--- src/rtl/cachectl_pkg.sv ---
// Shared constants and types for the cache control register file.
// Assumes a 32-bit register width; all encodings live here.
package cachectl_pkg;

    localparam int DATA_W     = 32;
    localparam int ADDR_W     = 4;
    localparam int NUM_CACHES = 2;

    // Two-bit cache state codes
    localparam logic [1:0] ST_OFF = 2'b00;
    localparam logic [1:0] ST_FRZ = 2'b01;
    localparam logic [1:0] ST_ON  = 2'b11;

    // Field positions in the control word
    localparam int STATE_LSB = 0;
    localparam int FRZ_LSB   = 4;

    // Access size code meaning a full word
    localparam logic [1:0] SZ_WORD = 2'b10;

    // Command bits that are never stored (14,15,16,21,22)
    localparam logic [DATA_W-1:0] WO_BITS  = 32'h0061_C000;

    // Fixed geometry words
    localparam logic [DATA_W-1:0] ICFG_VAL = 32'h1022_0000;
    localparam logic [DATA_W-1:0] DCFG_VAL = 32'h1822_0000;

    typedef enum logic [1:0] {
        SEL_CTRL = 2'd0,
        SEL_ICFG = 2'd1,
        SEL_DCFG = 2'd2,
        SEL_NONE = 2'd3
    } reg_sel_e;

endpackage

--- src/rtl/cachectl_decode.sv ---
// Address decoder: maps a byte offset onto a register select.
// Assumes word registers at offsets 0x0, 0x4, 0x8; anything else,
// including a misaligned offset, selects nothing.
module cachectl_decode
    import cachectl_pkg::*;
#(
    parameter int ADDR_W_P = ADDR_W
) (
    input  logic [ADDR_W_P-1:0] addr,
    output reg_sel_e            sel
);

    localparam int WORD_IDX_W = ADDR_W_P - 2;

    // Purpose: pick the register selected by a word-aligned offset
    always_comb begin
        sel = SEL_NONE;
        if (addr[1:0] == 2'b00) begin
            case (addr[ADDR_W_P-1:2])
                WORD_IDX_W'(0): sel = SEL_CTRL;
                WORD_IDX_W'(1): sel = SEL_ICFG;
                WORD_IDX_W'(2): sel = SEL_DCFG;
                default:        sel = SEL_NONE;
            endcase
        end
    end

endmodule

--- src/rtl/cachectl_freeze.sv ---
// Freeze-on-interrupt transform of the control word.
// One slice per cache: if the interrupt pulse is high and the cache's
// freeze enable is set, an enabled state becomes frozen. Other bits pass.
module cachectl_freeze
    import cachectl_pkg::*;
#(
    parameter int DATA_W_P     = DATA_W,
    parameter int NUM_CACHES_P = NUM_CACHES,
    parameter int STATE_LSB_P  = STATE_LSB,
    parameter int FRZ_LSB_P    = FRZ_LSB
) (
    input  logic                irq,
    input  logic [DATA_W_P-1:0] ctrl_in,
    output logic [DATA_W_P-1:0] ctrl_out
);

    logic [1:0] new_st [NUM_CACHES_P];

    for (genvar i = 0; i < NUM_CACHES_P; i++) begin : g_cache
        localparam int SL = STATE_LSB_P + 2 * i;
        localparam int FB = FRZ_LSB_P + i;

        // Purpose: next state for cache i under the freeze rule
        always_comb begin
            new_st[i] = ctrl_in[SL +: 2];
            if (irq && ctrl_in[FB] && (ctrl_in[SL +: 2] == ST_ON)) begin
                new_st[i] = ST_FRZ;
            end
        end
    end

    // Purpose: splice the per-cache states back into the word
    always_comb begin
        ctrl_out = ctrl_in;
        for (int i = 0; i < NUM_CACHES_P; i++) begin
            ctrl_out[STATE_LSB_P + 2 * i +: 2] = new_st[i];
        end
    end

endmodule

--- src/rtl/cachectl_rdmux.sv ---
// Read data selection. Returns zero for a wrong access size or an
// unmapped select; assumes the caller registers the result.
module cachectl_rdmux
    import cachectl_pkg::*;
#(
    parameter int DATA_W_P = DATA_W
) (
    input  reg_sel_e            sel,
    input  logic                size_ok,
    input  logic [DATA_W_P-1:0] ctrl,
    output logic [DATA_W_P-1:0] rdata
);

    // Purpose: choose the word addressed by a read
    always_comb begin
        rdata = '0;
        if (size_ok) begin
            case (sel)
                SEL_CTRL: rdata = ctrl;
                SEL_ICFG: rdata = ICFG_VAL;
                SEL_DCFG: rdata = DCFG_VAL;
                default:  rdata = '0;
            endcase
        end
    end

endmodule

--- src/rtl/cachectl_regs.sv ---
// Top: cache control register file.
// Holds the control word, applies the write mask and the freeze rule
// (freeze acts on the value being written when both coincide), and
// registers read data. Assumes one access per cycle and a one-cycle
// interrupt pulse. Reset is synchronous, active low.
module cachectl_regs
    import cachectl_pkg::*;
#(
    parameter int DATA_W_P     = DATA_W,
    parameter int ADDR_W_P     = ADDR_W,
    parameter int NUM_CACHES_P = NUM_CACHES
) (
    input  logic                clk,
    input  logic                rst_n,
    input  logic                req_valid,
    input  logic                req_write,
    input  logic [ADDR_W_P-1:0] req_addr,
    input  logic [DATA_W_P-1:0] req_wdata,
    input  logic [1:0]          req_size,
    input  logic                irq_taken,
    output logic [DATA_W_P-1:0] rd_data
);

    reg_sel_e            sel;
    logic                size_ok;
    logic                wr_hit;
    logic                rd_req;
    logic [DATA_W_P-1:0] ctrl_q;
    logic [DATA_W_P-1:0] ctrl_wr;
    logic [DATA_W_P-1:0] ctrl_d;
    logic [DATA_W_P-1:0] rd_mux;
    logic [DATA_W_P-1:0] rd_q;

    cachectl_decode #(.ADDR_W_P(ADDR_W_P)) u_decode (
        .addr (req_addr),
        .sel  (sel)
    );

    // Purpose: qualify the request
    always_comb begin
        size_ok = (req_size == SZ_WORD);
        wr_hit  = req_valid && req_write && size_ok && (sel == SEL_CTRL);
        rd_req  = req_valid && !req_write;
    end

    // Purpose: masked write value or current word
    always_comb begin
        ctrl_wr = wr_hit ? (req_wdata & ~WO_BITS) : ctrl_q;
    end

    cachectl_freeze #(
        .DATA_W_P     (DATA_W_P),
        .NUM_CACHES_P (NUM_CACHES_P),
        .STATE_LSB_P  (STATE_LSB),
        .FRZ_LSB_P    (FRZ_LSB)
    ) u_freeze (
        .irq      (irq_taken),
        .ctrl_in  (ctrl_wr),
        .ctrl_out (ctrl_d)
    );

    // Purpose: control word storage
    always_ff @(posedge clk) begin
        if (!rst_n) ctrl_q <= '0;
        else        ctrl_q <= ctrl_d;
    end

    cachectl_rdmux #(.DATA_W_P(DATA_W_P)) u_rdmux (
        .sel     (sel),
        .size_ok (size_ok),
        .ctrl    (ctrl_q),
        .rdata   (rd_mux)
    );

    // Purpose: registered read data, held between reads
    always_ff @(posedge clk) begin
        if (!rst_n)      rd_q <= '0;
        else if (rd_req) rd_q <= rd_mux;
    end

    assign rd_data = rd_q;

    // ---------------- assertions ----------------

    // command bits never stored
    p_wo_bits_zero_r2: assert property (@(posedge clk) disable iff (!rst_n)
        wr_hit |=> ((ctrl_q & WO_BITS) == '0));

    // without a control write or interrupt the word holds
    p_ctrl_hold_r8: assert property (@(posedge clk) disable iff (!rst_n)
        (!wr_hit && !irq_taken) |=> $stable(ctrl_q));

    // enabled instruction cache with freeze enable becomes frozen
    p_freeze_icache_r4: assert property (@(posedge clk) disable iff (!rst_n)
        (irq_taken && !wr_hit && ctrl_q[FRZ_LSB] && ctrl_q[STATE_LSB +: 2] == ST_ON)
        |=> (ctrl_q[STATE_LSB +: 2] == ST_FRZ));

    // same for the data cache
    p_freeze_dcache_r4: assert property (@(posedge clk) disable iff (!rst_n)
        (irq_taken && !wr_hit && ctrl_q[FRZ_LSB+1] && ctrl_q[STATE_LSB+2 +: 2] == ST_ON)
        |=> (ctrl_q[STATE_LSB+2 +: 2] == ST_FRZ));

    // no freeze enables -> interrupt changes nothing
    p_no_freeze_r5: assert property (@(posedge clk) disable iff (!rst_n)
        (irq_taken && !wr_hit && !ctrl_q[FRZ_LSB] && !ctrl_q[FRZ_LSB+1])
        |=> $stable(ctrl_q));

    // wrong-size read returns zero
    p_size_read_zero_r7: assert property (@(posedge clk) disable iff (!rst_n)
        (req_valid && !req_write && req_size != SZ_WORD) |=> (rd_data == '0));

    // instruction cache geometry readback
    p_icfg_read_r3: assert property (@(posedge clk) disable iff (!rst_n)
        (rd_req && size_ok && req_addr == ADDR_W_P'(4)) |=> (rd_data == ICFG_VAL));

    // read data holds while no read
    p_rd_hold_r9: assert property (@(posedge clk) disable iff (!rst_n)
        !rd_req |=> $stable(rd_data));

endmodule

--- config.mk ---
export PLATFORM = sky130hd
export DESIGN_NAME = cachectl_regs
export DESIGN_NICKNAME = d
export VERILOG_FILES = /design/src/rtl/cachectl_pkg.sv /design/src/rtl/cachectl_decode.sv /design/src/rtl/cachectl_freeze.sv /design/src/rtl/cachectl_rdmux.sv /design/src/rtl/cachectl_regs.sv
export SDC_FILE = /design/constraint.sdc
export NUM_CORES = 1
export LEC_CHECK = 0
export ABC_AREA = 1
export ABC_CLOCK_PERIOD_IN_PS = 2500
export BUFFER_PORTS_ARGS = -buffer_cell sky130_fd_sc_hd__buf_2
export CAP_MARGIN = 15
export CORE_MARGIN = 2
export CORE_UTILIZATION = 53
export CTS_CLUSTER_SIZE = 24
export DETAILED_ROUTE_END_ITERATION = 16
export PLACE_DENSITY = 0.84
export SYNTH_ARGS = -nofsm -noshare
export SYNTH_HDL_FRONTEND = slang
export SYNTH_SLANG_ARGS = --single-unit
--- constraint.sdc ---
create_clock -name clk -period 2.5 [get_ports clk]
set_input_delay 0.125 -clock clk [delete_from_list [all_inputs] [get_ports clk]]
set_output_delay 0.125 -clock clk [all_outputs]
set_load 0.02 [all_outputs]
## Word level (Yosys, flattened, before mapping)

Cells that the tools add are included.

| word-level totals | value |
|---|---|
| output and inout bits | 32 |
| input port bits | 43 |
| bits in registers | 59 |

| operators by class | value |
|---|---|
| reductions and logical operators | 14 |
| bitwise logic cells | 1 |
| eq/ne operators | 7 |
| multiplexer cells | 7 |

Operators with widths:

| cell | count |
|---|---|
| one-hot mux 32 bit (3 select lines) | 1 |
| 2-to-1 mux 32 bit | 1 |
| == test 2 bit (second input constant) | 5 |
| logical AND 1 bit | 8 |
| zero test 2 bit | 3 |
| 2-to-1 mux 6 bit | 1 |
| one-hot mux 2 bit (3 select lines) | 1 |
| == test 2 x 1 -> 1 bit (second input constant) | 2 |
| OR reduction 2 bit | 2 |
| 2-to-1 mux 1 bit | 2 |
| 2-to-1 mux 2 bit | 1 |
| zero test 1 bit | 1 |
| NOT 1 bit | 1 |

## Longest topological paths before layout

| logic depth | value |
|---|---|
| word-level depth | 9 |
| gate-level depth with buffers | 11 |
| mapped depth without buffers | 11 |

## Hierarchy

Synthesis repeated with hierarchy kept, for this count alone.

| unflattened totals | value |
|---|---|
| cells, all modules | 463 |
| area total of the unflattened synthesis | 3,179.3 µm² |

Modules (own cells, without submodules):

| module | instances | cells an instance | area each (µm²) | sequential area each (µm²) |
|---|---|---|---|---|
| cachectl_regs | 1 | 347 | 2,538.7 | 1,281.2 |
| cachectl_rdmux | 1 | 75 | 376.6 | 0.0 |
| cachectl_freeze | 1 | 36 | 242.7 | 0.0 |
| cachectl_decode | 1 | 5 | 21.3 | 0.0 |

## Least setup slack after synthesis

Ideal clock, no wire load.

| path | value |
|---|---|
| kind | input -> register |
| start point | input req_addr[0] |
| end point | register ctrl_q[10] |
| library setup time | 0.116 ns |
| slack | 1.125 ns |
| buffers on the path | 1 |
| arrival time | 1.259 ns |
| stages | 10 |
| path through | inv_1 > nand2_1 > nor2_1 > ha_1 > nand2_1 > nor2_2 > nand2_2 > clkbuf_1 > nor2_1 > nor2_1 |

| between the ends | value |
|---|---|
| longest elaborated chain between the ends | 4 |

RTL lines:

| item | RTL line | RTL |
|---|---|---|
| from (decl) | cachectl_regs.sv:17 | `input logic [ADDR_W_P-1:0] req_addr,` |
| zero test 2 bit | cachectl_decode.sv:18 | `if (addr[1:0] == 2'b00) begin` |
| 2-to-1 mux 2 bit | cachectl_decode.sv:18 |  |
| zero test 2 bit | cachectl_regs.sv:42 | `wr_hit = req_valid && req_write && size_ok && (sel == SEL_CTRL);` |
| logical AND 1 bit | cachectl_regs.sv:42 |  |
| to (signal assigned) | cachectl_regs.sv:65 | `else ctrl_q <= ctrl_d;` |
| to (decl) | cachectl_regs.sv:28 | `logic [DATA_W_P-1:0] ctrl_q;` |

No other way between the ends.
A chain may end at the register's enable or synchronous reset.

## Worst setup path in the final report

| path | value |
|---|---|
| start point | input req_addr[0] |
| end point | register ctrl_q[31] |

The elaborated chain is that of the path after synthesis.

==> impl_metrics.ini <==
[synth]
synthMuxAreaShare_pct = 0
synth-seq-area-share_pct = 49.9
synth-edff-count = 0
synth_area_leaders = dfxtp_1, nand2_1, nor2_1
ys_warn_count = 0
dominantRegCellSynth = dfxtp_1
synth_top_family_by_area = simple AND/OR/NAND/NOR gates
avgSynthCellArea_um2 = 7.64
syn-instance-count = 289
synth-seq-cells = 55
syn_area_um2 = 2210
netlist.area_leader.share_pct = 49.9
async_flop_share_pct = 0
synth_cell_types = 22
yosys.area.top_type = dfxtp_1
yosys.area_share.simple_pct = 26.3
synth_adder_area_share_pct = 1.13
netlist_top_cells_count = nand2_1, nor2_1, dfxtp_1, a21oi_1
synthXorXnorAreaFrac_pct = 0
synth-compound-area-share_pct = 14.3

[status]
status = finished clean

[sta]
whs_ns = 0.0458
finClkSkew_ns = 0.00931
setup_viol = 0
timing.fmax_ghz = 0.633
drv_slew = 0
rsz0062_at_grt = false
fin_setup_tns_ns = 0
period_needed_ns = 1.58
hold_violations = 0
fin_crit_sh_pct = 63.1

[drt]
first_pass_iters = 4
drt_iter0_drc = 98
drc = 0
wire_per_inst_um = 11.5
via_per_inst = 4.84
drt_wl_total_um = 4610
drtAntennaViolNets = 0
vias = 1945

[clocking]
clk_pin_slew_ns = 0.09
clk_latency_ns = 0.30
ctsLongestPathBuffers = 2
h-tree-depth = 2
clock-sinks = 55
cts_setup_buffers = 0
cts_tree = yes
cts_resized = 0
hold_buffers = 0
clockRootBuffer = clkbuf_8
numCtsBuffers = 5

[critical_path]
critPathMaxFanout = 16
reg2reg_to = ctrl_q[3]
critPathRequiredTime_ns = 2.73
crit_top_cell = nor2_1
cp-end-kind = register
critPathTopFamily = simple AND/OR/NAND/NOR gates
startpoint_type = primary input
crit_buf_inv = 3
cp_slowest_cell = nor2_2
cp_cell_sequence = buf_2 -> inv_1 -> nand2_1 -> nor2_1 -> ha_1 -> nand3_1 -> nor2_2 -> buf_4 -> o21ai_0 -> nor2_1
r2r_slack_ns = 1.62
rr_worst_depth = 4
arrival_ns = 1.81
crit_type = in -> reg
r2r-start = ctrl_q[5]
max_stage_delay_ns = 0.33

[layout]
fin_nets = 396
area_growth_pct = 18.6
postLayoutCellArea_um2 = 2620
drive_gt1_share_pct = 29.5
register_area_um2 = 1100
multi_input_area_um2 = 936
fillers = 378
num_antenna_cells = 0

[global_routing]
grt_util_all_layers_pct = 21.5
grt_max_degree = 33
grt_overflow_total = 0
grt_pass1_wl_um = 7640
antenna_found_initial = 0
grt_pass1_vias = 1834

[hold_path]
min_to = ctrl_q[19]
min_from = req_wdata[19]
hold_depth = 3
hold_path.class = in -> reg

[run]
drv_cap = 0

[placement]
io_buffers = 65
place_hpwl_um = 3210
placed_cell_area_um2 = 2530
place_congestion = 0.843

[power]
p_int_mw = 1.10
share_comb_of_total_power_pct = 5.7
p_leak_nw = 1.20
seqPwrFrac_pct = 61.7
finalPower_mw = 1.42
switching_share_pct = 22.5
p_sw_mw = 0.320
vdd_drop_max_mv = 0.359
powerDensity_nw_per_um2 = 543
clkPwrFrac_pct = 32.7

[die]
coreArea_um2 = 4000
num_rows = 23
initial_core_util_pct = 55.2
die_w_um = 68.6
die_area_um2 = 4700
fp.dieH_um = 68.6
boundaryPins = 75
[through the flow]
| step | util (%) | instances | setup WS, ns |
|---|---|---|---|
| 2_1_floorplan | - | 292 | 1.13 |
| 3_3_place_gp | 63.3 | 394 | 0.700 |
| 3_5_place_dp | 63.3 | 394 | 0.608 |
| 4_1_cts | 65.5 | 402 | 0.915 |
| 5_1_grt | 65.5 | 402 | 0.677 |
| 6_report | 65.5 | 402 | 0.921 |
[state kept, by name, indices dropped and copies added (netlist names)]
name / cells
rd_data: 28
ctrl_q: 27
[worst max-delay path by stage]
stage	end	depth (start not counted)	slack (ns)	startpoint
after floorplan	ctrl_q[10]	10	1.13	req_addr[0]
after global placement	ctrl_q[1]	12	0.70	req_addr[0]
after detailed placement	ctrl_q[31]	10	0.61	req_addr[0]
after CTS	ctrl_q[31]	10	0.92	req_addr[0]
after global routing	ctrl_q[13]	10	0.68	req_addr[1]
final	ctrl_q[31]	10	0.92	req_addr[0]
[placed cells by master, fill, tap and decap left out]
cell / netlist / routed
ha_1: 2 / 2
o21bai_1: 2 / 2
nor3_4: 1 / 1
buf_4: 7 / 5
a22oi_1: 1 / 1
a21oi_2: 10 / 10
clkinvlp_4: 0 / 1
clkinv_2: 0 / 1
nand3_1: 8 / 8
buf_2: 2 / 65
nor2_2: 2 / 2
inv_1: 16 / 16
nand2_1: 59 / 59
nand2_2: 11 / 11
clkbuf_1: 5 / 1
o21ai_0: 16 / 16
dfxtp_1: 55 / 55
conb_1: 1 / 4
nor2_1: 59 / 59
o21ai_1: 6 / 6
clkbuf_8: 0 / 5
a21oi_1: 19 / 19
inv_2: 3 / 3
[kinds of logic (layout without fill, tap and decap cells)]
family          after synthesis  after routing
simple gates                140            140
other cells                   1              4
compound gates               54             54
buf+inv                      37             97
flops                        55             55
fa+ha+maj                     2              2
[power groups by stage]
stage	logic [mW]	registers (mW)	clock network [mW]
final	0.0810	0.877	0.464
after global placement	0.0801	0.897	0
after floorplan	0.0450	0.898	0
after global routing	0.0909	0.877	0.518
after detailed placement	0.0812	0.897	0
after CTS	0.0816	0.877	0.477
[worst reg2reg max path: stages, from the launching register on]
cell and delay [ns]:
dfxtp_1 0.38, o21bai_1 0.16, nand3_1 0.10, nor2_1 0.10, nor2_1 0.05
[layout make-up]
class                   count  area share, %
flip-flops and latches     55           42.0
multi-input cells         200           35.7
repair buffers             70           13.9
clock buffers               6           2.77
inverters                  19           2.72
well taps                  50           2.39
clock inverters             2          0.478
[layer usage]
| layer | vias up | routed length, um | track usage [%] |
|---|---|---|---|
| met4 | 0 | 71 | 7.25 |
| met5 | - | 0 | 0 |
| met1 | 860 | 2160 | 27.1 |
| li1 | 1019 | - | - |
| met2 | 56 | 2160 | 36.4 |
| met3 | 10 | 220 | 4.38 |
Power figures use the tool's default switching activity.
